File: src/rtl/comm_pkg.sv
// Shared types for the commutation sequencer.
package comm_pkg;
    // Phase chosen by the synchronized rotor polarity
    typedef enum logic {
        PH_TWO = 1'b0,
        PH_ONE = 1'b1
    } phase_e;
endpackage

File: src/rtl/pol_sync.sv
// Two-flop synchronizer for the rotor polarity plus change detector.
// Assumes: pol_async may change at any time. chg_o is high for one cycle
// after each change of the synchronized value pol_o.
module pol_sync (
    input  logic clk,
    input  logic rst_n,
    input  logic pol_async,
    output logic pol_o,
    output logic chg_o
);
    logic meta_q;
    logic sync_q;
    logic prev_q;

    // Synchronize the polarity and keep last cycle's value for edge detection
    always_ff @(posedge clk) begin
        if (!rst_n) begin
            meta_q <= 1'b0;
            sync_q <= 1'b0;
            prev_q <= 1'b0;
        end else begin
            meta_q <= pol_async;
            sync_q <= meta_q;
            prev_q <= sync_q;
        end
    end

    // Change flag and synchronized polarity
    always_comb begin
        pol_o = sync_q;
        chg_o = sync_q ^ prev_q;
    end
endmodule

File: src/rtl/blank_timer.sv
// Dead-interval timer. Any polarity change (re)loads the counter.
// blank_o is high while the change is pending or the counter is nonzero.
// Assumes: DEAD_CYCLES >= 1. Reset arms a full interval.
module blank_timer #(
    parameter int DEAD_CYCLES = 4000
) (
    input  logic clk,
    input  logic rst_n,
    input  logic chg_i,
    output logic blank_o
);
    localparam int CW = (DEAD_CYCLES > 1) ? $clog2(DEAD_CYCLES) : 1;
    localparam logic [CW-1:0] LOAD = CW'(DEAD_CYCLES - 1);

    logic [CW-1:0] left_q;

    // Reload on every change, otherwise count down to zero
    always_ff @(posedge clk) begin
        if (!rst_n) begin
            left_q <= LOAD;
        end else if (chg_i) begin
            left_q <= LOAD;
        end else if (left_q != '0) begin
            left_q <= left_q - 1'b1;
        end
    end

    // Blanking request seen by the output stage
    always_comb begin
        blank_o = chg_i || (left_q != '0);
    end


    restart_chk: assert property (@(posedge clk) disable iff (!rst_n)
        chg_i |=> (left_q == LOAD));
endmodule

File: src/rtl/drive_gate.sv
// Output stage: registers the phase enables and the tach/lock output.
// Assumes: blank_i covers every polarity change (see blank_timer).
module drive_gate
    import comm_pkg::*;
(
    input  logic clk,
    input  logic rst_n,
    input  logic pol_i,
    input  logic blank_i,
    input  logic pwm_en,
    input  logic fault_off,
    output logic ph1_on,
    output logic ph2_on,
    output logic tach_out
);
    phase_e sel;
    logic   run;

    // Phase choice and overall permission to conduct
    always_comb begin
        sel = phase_e'(pol_i);
        run = pwm_en && !fault_off && !blank_i;
    end

    // Register drive enables and status output
    always_ff @(posedge clk) begin
        if (!rst_n) begin
            ph1_on   <= 1'b0;
            ph2_on   <= 1'b0;
            tach_out <= 1'b1;
        end else begin
            ph1_on   <= run && (sel == PH_ONE);
            ph2_on   <= run && (sel == PH_TWO);
            tach_out <= fault_off || pol_i;
        end
    end


    sel_match_chk: assert property (@(posedge clk) disable iff (!rst_n)
        ph1_on |-> $past(pol_i));

    dead_gap_chk: assert property (@(posedge clk) disable iff (!rst_n)
        blank_i |=> (!ph1_on && !ph2_on));

    no_overlap_chk: assert property (@(posedge clk) disable iff (!rst_n)
        !(ph1_on && ph2_on));

    pwm_gate_chk: assert property (@(posedge clk) disable iff (!rst_n)
        !pwm_en |=> (!ph1_on && !ph2_on));

    fault_stop_chk: assert property (@(posedge clk) disable iff (!rst_n)
        fault_off |=> (!ph1_on && !ph2_on));

    fault_high_chk: assert property (@(posedge clk) disable iff (!rst_n)
        fault_off |=> tach_out);
endmodule

File: src/rtl/phase_commutator.sv
// Two-phase half-wave commutation sequencer with fixed dead time.
// Assumes: hall_pol is asynchronous, pwm_en and fault_off are synchronous
// to clk. DEAD_CYCLES is the dead time in clock cycles (>= 1).
module phase_commutator #(
    parameter int DEAD_CYCLES = 4000
) (
    input  logic clk,
    input  logic rst_n,
    input  logic hall_pol,
    input  logic pwm_en,
    input  logic fault_off,
    output logic ph1_on,
    output logic ph2_on,
    output logic tach_out
);
    logic pol_s;
    logic pol_chg;
    logic blank;

    pol_sync u_sync (
        .clk       (clk),
        .rst_n     (rst_n),
        .pol_async (hall_pol),
        .pol_o     (pol_s),
        .chg_o     (pol_chg)
    );

    blank_timer #(.DEAD_CYCLES(DEAD_CYCLES)) u_blank (
        .clk     (clk),
        .rst_n   (rst_n),
        .chg_i   (pol_chg),
        .blank_o (blank)
    );

    drive_gate u_gate (
        .clk       (clk),
        .rst_n     (rst_n),
        .pol_i     (pol_s),
        .blank_i   (blank),
        .pwm_en    (pwm_en),
        .fault_off (fault_off),
        .ph1_on    (ph1_on),
        .ph2_on    (ph2_on),
        .tach_out  (tach_out)
    );
endmodule

File: config.mk
export PLATFORM = sky130hd
export DESIGN_NAME = phase_commutator
export DESIGN_NICKNAME = d
export VERILOG_FILES = /design/src/rtl/comm_pkg.sv /design/src/rtl/pol_sync.sv /design/src/rtl/blank_timer.sv /design/src/rtl/drive_gate.sv /design/src/rtl/phase_commutator.sv
export SDC_FILE = /design/constraint.sdc
export NUM_CORES = 1
export LEC_CHECK = 0
export BUFFER_PORTS_ARGS = -buffer_cell sky130_fd_sc_hd__buf_2
export CAP_MARGIN = 15
export CORE_MARGIN = 2
export CORE_UTILIZATION = 38
export DETAILED_ROUTE_END_ITERATION = 16
export HOLD_SLACK_MARGIN = 0.05
export PLACE_DENSITY = 0.67
export SYNTH_ARGS = -nofsm -noshare
export SYNTH_HDL_FRONTEND = slang
export SYNTH_HIERARCHICAL = 1
export SYNTH_SLANG_ARGS = --single-unit
File: constraint.sdc
create_clock -name clk -period 3.3 [get_ports clk]
set_input_delay 0.33 -clock clk [delete_from_list [all_inputs] [get_ports clk]]
set_output_delay 0.33 -clock clk [all_outputs]
set_load 0.02 [all_outputs]
; ---- Word level (Yosys, flattened, before mapping)
; Index checks and enable logic that the tools add are counted.
[classes]
n_addsub = 1
n_bitwise = 3
n_reduce_logical = 10
[ops]
columns = operator, n
row1 = 12-bit nonzero test, 1
row2 = 12-bit by 1-bit subtractor with 12-bit output (second input constant), 1
row3 = 1-bit logical AND, 4
row4 = 1-bit logical NOT, 2
row5 = 1-bit logical OR, 2
row6 = 1-bit inverter, 2
row7 = 2-bit OR reduction, 1
row8 = 1-bit bitwise XOR, 1
[word_totals]
output_inout_bits = 3
reg_bits = 18
word_cells = 21

; ---- Longest topological paths before layout
[depth]
word_depth = 5
depth_mapped = 8
depth_no_buf = 7

; ---- Cells and area by module
; The synthesis kept the hierarchy.
[modules_own_cells]
columns = module, cells_per_inst, n_inst, area_per_inst_um2
row1 = blank_timer, 66, 1, 613.1
row2 = drive_gate, 8, 1, 93.8
row3 = pol_sync, 7, 1, 88.8

; ---- Least setup slack after synthesis
; No wires, ideal clock.
[synth_timing]
path_kind = register to register
from = register u_blank.left_q[0]
to = register u_gate.ph1_on
setup_ns = 0.059
required_ns = 3.241
synth_period_minus_slack_ns = 1.682
t_arrival_ns = 1.623
path_slack_ns = 1.618
stages_incl_launch_ff = 9
n_path_buf = 1
cell_sequence = dfxtp_1 inv_1 ha_1 nor4b_2 and3_4 buf_6 nand2b_1 and4bb_1 and2_1
[synth_via]
elab_chain_len = 5
[synth_lines]
columns = element, line_no
row1 = start: declaration, blank_timer.sv:15  ; logic [CW-1:0] left_q;
row2 = start signal: assignment, blank_timer.sv:24  ; left_q <= left_q - 1'b1;
row3 = 12-bit nonzero test, blank_timer.sv:30  ; blank_o = chg_i || (left_q != '0);
row4 = 1-bit logical OR, blank_timer.sv:30
row5 = named net blank, phase_commutator.sv:18  ; logic blank;
row6 = 1-bit logical NOT, drive_gate.sv:22  ; run = pwm_en && !fault_off && !blank_i;
row7 = 1-bit logical AND, drive_gate.sv:22
row8 = 1-bit logical AND, drive_gate.sv:32  ; ph1_on <= run && (sel == PH_ONE);
row9 = end signal: assignment, drive_gate.sv:32
row10 = end: declaration, drive_gate.sv:12  ; output logic ph1_on,
; The timed path passes the listed nets, and every way through them passes these cells.
; A chain may end at the register's enable or synchronous reset.

; ---- Final worst setup path
; Same ends and word-level chain as after synthesis.

==> results.sh <==
export IMPL_outcome="completed"
export IMPL_grt_pass1_vias=543
export IMPL_synth_fp_nets=88
export IMPL_hold_viol=0
export IMPL_postRouteAntennaNets=0
export IMPL_regArea_um2=360
export IMPL_wl_per_cell_um=11.4
export IMPL_numCtsBuffers=3
export IMPL_fin_crit_ps=1850
export IMPL_finalMaxSlewViolations=0
export IMPL_cts_setup_buffers=0
export IMPL_fin_tns_setup_ps=0
export IMPL_first_iter_violations=24
export IMPL_synth_edff_count=0
export IMPL_first_pass_iters=4
export IMPL_yosysWarnings=6
export IMPL_ys_flop_type="dfxtp_1"
export IMPL_combPwrFrac_pct=5.6
export IMPL_ys_ff_latch=18
export IMPL_area_delta_synth_final_pct=11.8
export IMPL_fmax_mhz=542
export IMPL_worstPathMaxFanout=13
export IMPL_grt_overflow_total=0
export IMPL_grt_use_total_pct=12.5
export IMPL_yosysTopAreaCell="dfxtp_1"
export IMPL_yosysMostFrequentCell="dfxtp_1"
export IMPL_dieArea_mm2=0.00248
export IMPL_drcViolationCount=0
export IMPL_cts_tree="done"
export IMPL_leakage_nw=0.329
export IMPL_avgSynthCellArea_um2=9.82
export IMPL_switchingPower_mw=0.0832
export IMPL_cp_data_required_time_ps=3540
export IMPL_pwr_share_seq_pct=59.4
export IMPL_start_kind="register"
export IMPL_final_cell_area_um2=890
export IMPL_antenna_found_initial=0
export IMPL_swShare_pct=21.8
export IMPL_ys_seq_area_share_pct=45.3
export IMPL_max_cap_violations=0
export IMPL_ir_worst_vdd_mv=0.140
export IMPL_via_count=591
export IMPL_synthDistinctLibCells=35
export IMPL_htree_levels=1
export IMPL_core_area_mm2=0.00196
export IMPL_place_gp_congestion=0.866
export IMPL_place_area_um2=853
export IMPL_multi_input_area_um2=413
export IMPL_rows=16
export IMPL_tightest_slew_ps=518
export IMPL_drive_gt1_share_pct=20.9
export IMPL_synthDominantCellAreaShare_pct=45.3
export IMPL_critPathKind="reg2reg"
export IMPL_async_reset_ff_share_pct=0
export IMPL_p_clk_share_pct=35.0
export IMPL_die_w_um=49.8
export IMPL_endpoint_kind="register"
export IMPL_viasPerCell=5.01
export IMPL_fin_crit_sh_pct=55.9
export IMPL_clockBufferDepth=2
export IMPL_start_util_pct=40.6
export IMPL_clk_pin_slew_ps=100
export IMPL_synth_area_um2=796
export IMPL_fin_hold_ws_ps=239
export IMPL_io_buffers=7
export IMPL_clkSinkCount=18
export IMPL_cts_hold_buffers=0
export IMPL_totalWireLength_um=1350
export IMPL_setup_viol=0
export IMPL_num_nets_final=99
export IMPL_cts_root_buf="clkbuf_4"
export IMPL_critPathArrivalTime_ps=2080
export IMPL_grt_max_degree=14
export IMPL_num_fill_cells=218
export IMPL_synth_cells=81
export IMPL_hpwl_um=986
export IMPL_rsz0062_at_grt="false"
export IMPL_hold_class="in2reg"
export IMPL_num_antenna_cells=0
export IMPL_dieHeight_um=49.8
export IMPL_synth_commonest_cells="dfxtp_1, o21ai_0"
export IMPL_clk_latency_ps=290
export IMPL_powerDensity_mw_per_mm2=430
export IMPL_ios=8
export IMPL_synth_area_top_cells="dfxtp_1, and2_1, ha_1, o21ai_0, a21oi_1"
export IMPL_relSlewSlack_pct=65.2
export IMPL_intPower_mw=0.299
export IMPL_grt_pass1_wl_um=2310
export IMPL_cts_repair_resize_count=0
export IMPL_clock_skew_final_ps=3.00
-- final cells by class --
| class | count | share of cell area, % |
|---|---|---|
| well taps | 27 | 3.80 |
| multi-input cells | 59 | 46.4 |
| inverters | 3 | 1.27 |
| clock buffers | 4 | 4.08 |
| repair buffers | 7 | 3.94 |
| flip-flops and latches | 18 | 40.5 |
-- placed cells by master (no fill, tap or decap), types with 2 or more instances in the layout --
cell type and instances:
a211o_1 2, a21oi_1 4, and2_1 4, buf_2 7, clkbuf_4 3, dfxtp_1 18
ha_1 2, inv_1 3, nand2_1 4, nand3_1 3, nand3b_1 2, nor2_1 4
nor3_1 4, o21ai_0 5, o31ai_1 2, xnor2_1 2, xor2_1 2
-- path summary, 6_finish.rpt --
path | startpoint | endpoint | slack (ps) | cells after the start
hold / removal | fault_off | u_gate/tach_out | 240 | 3
hold reg to reg | u_sync/meta_q | u_sync/pol_o | 440 | 1
setup reg to reg | u_blank/left_q[0] | u_gate/ph1_on | 1450 | 7
setup / recovery | u_blank/left_q[0] | u_gate/ph1_on | 1450 | 7
-- metal layers --
layer / up-vias / routed length (µm) / track usage [%]
met2: 10 / 622 / 17.6
met5: - / 0 / 0
li1: 316 / - / -
met1: 261 / 649 / 16.4
met3: 4 / 39 / 2.73
met4: 0 / 32 / 9.72
-- critical path: stages (launching register included) --
cell      delay [ps]
dfxtp_1          340
inv_1            130
ha_1             170
nor4b_2          340
and3_4           360
nand2b_1          70
and4bb_1         270
and2_1           120
-- logic make-up (layout without fill, tap and decap cells) --
| logic type | Yosys count | count (layout) | synth area share (%) |
|---|---|---|---|
| simple gates | 37 | 37 | 31.4 |
| flops | 18 | 18 | 45.3 |
| compound gates | 16 | 16 | 12.9 |
| xor+xnor | 4 | 4 | 4.40 |
| buf+inv | 4 | 14 | 2.83 |
| fa+ha+maj | 2 | 2 | 3.14 |
-- sequential cells by signal, summed over array words and instances, names as in the netlist --
register	count
u_sync/meta_q	1
u_sync/prev_q	1
u_blank/left_q	12
u_gate/ph2_on	1
u_gate/ph1_on	1
u_gate/tach_out	1
u_sync/pol_o	1
-- metrics by stage --
stage | std cells | total power [mW] | util [%] | setup WS [ps]
floorplan | 81 | 0.245 | - | 1620
global placement | 114 | 0.252 | 43.5 | 1580
detailed placement | 114 | 0.253 | 43.5 | 1500
CTS | 118 | 0.386 | 45.3 | 1460
global route | 118 | 0.400 | 45.3 | 1280
finish | 118 | 0.382 | 45.3 | 1450
-- power groups by stage --
stage                     clock, mW  sequential (mW)  combinational [mW]
final                         0.134            0.227              0.0212
after global routing          0.147            0.228              0.0246
after CTS                     0.138            0.227              0.0215
after detailed placement          0            0.232              0.0212
after global placement            0            0.232              0.0206
after floorplan                   0            0.232              0.0134
Note: power is estimated with default switching activity, not from simulation.
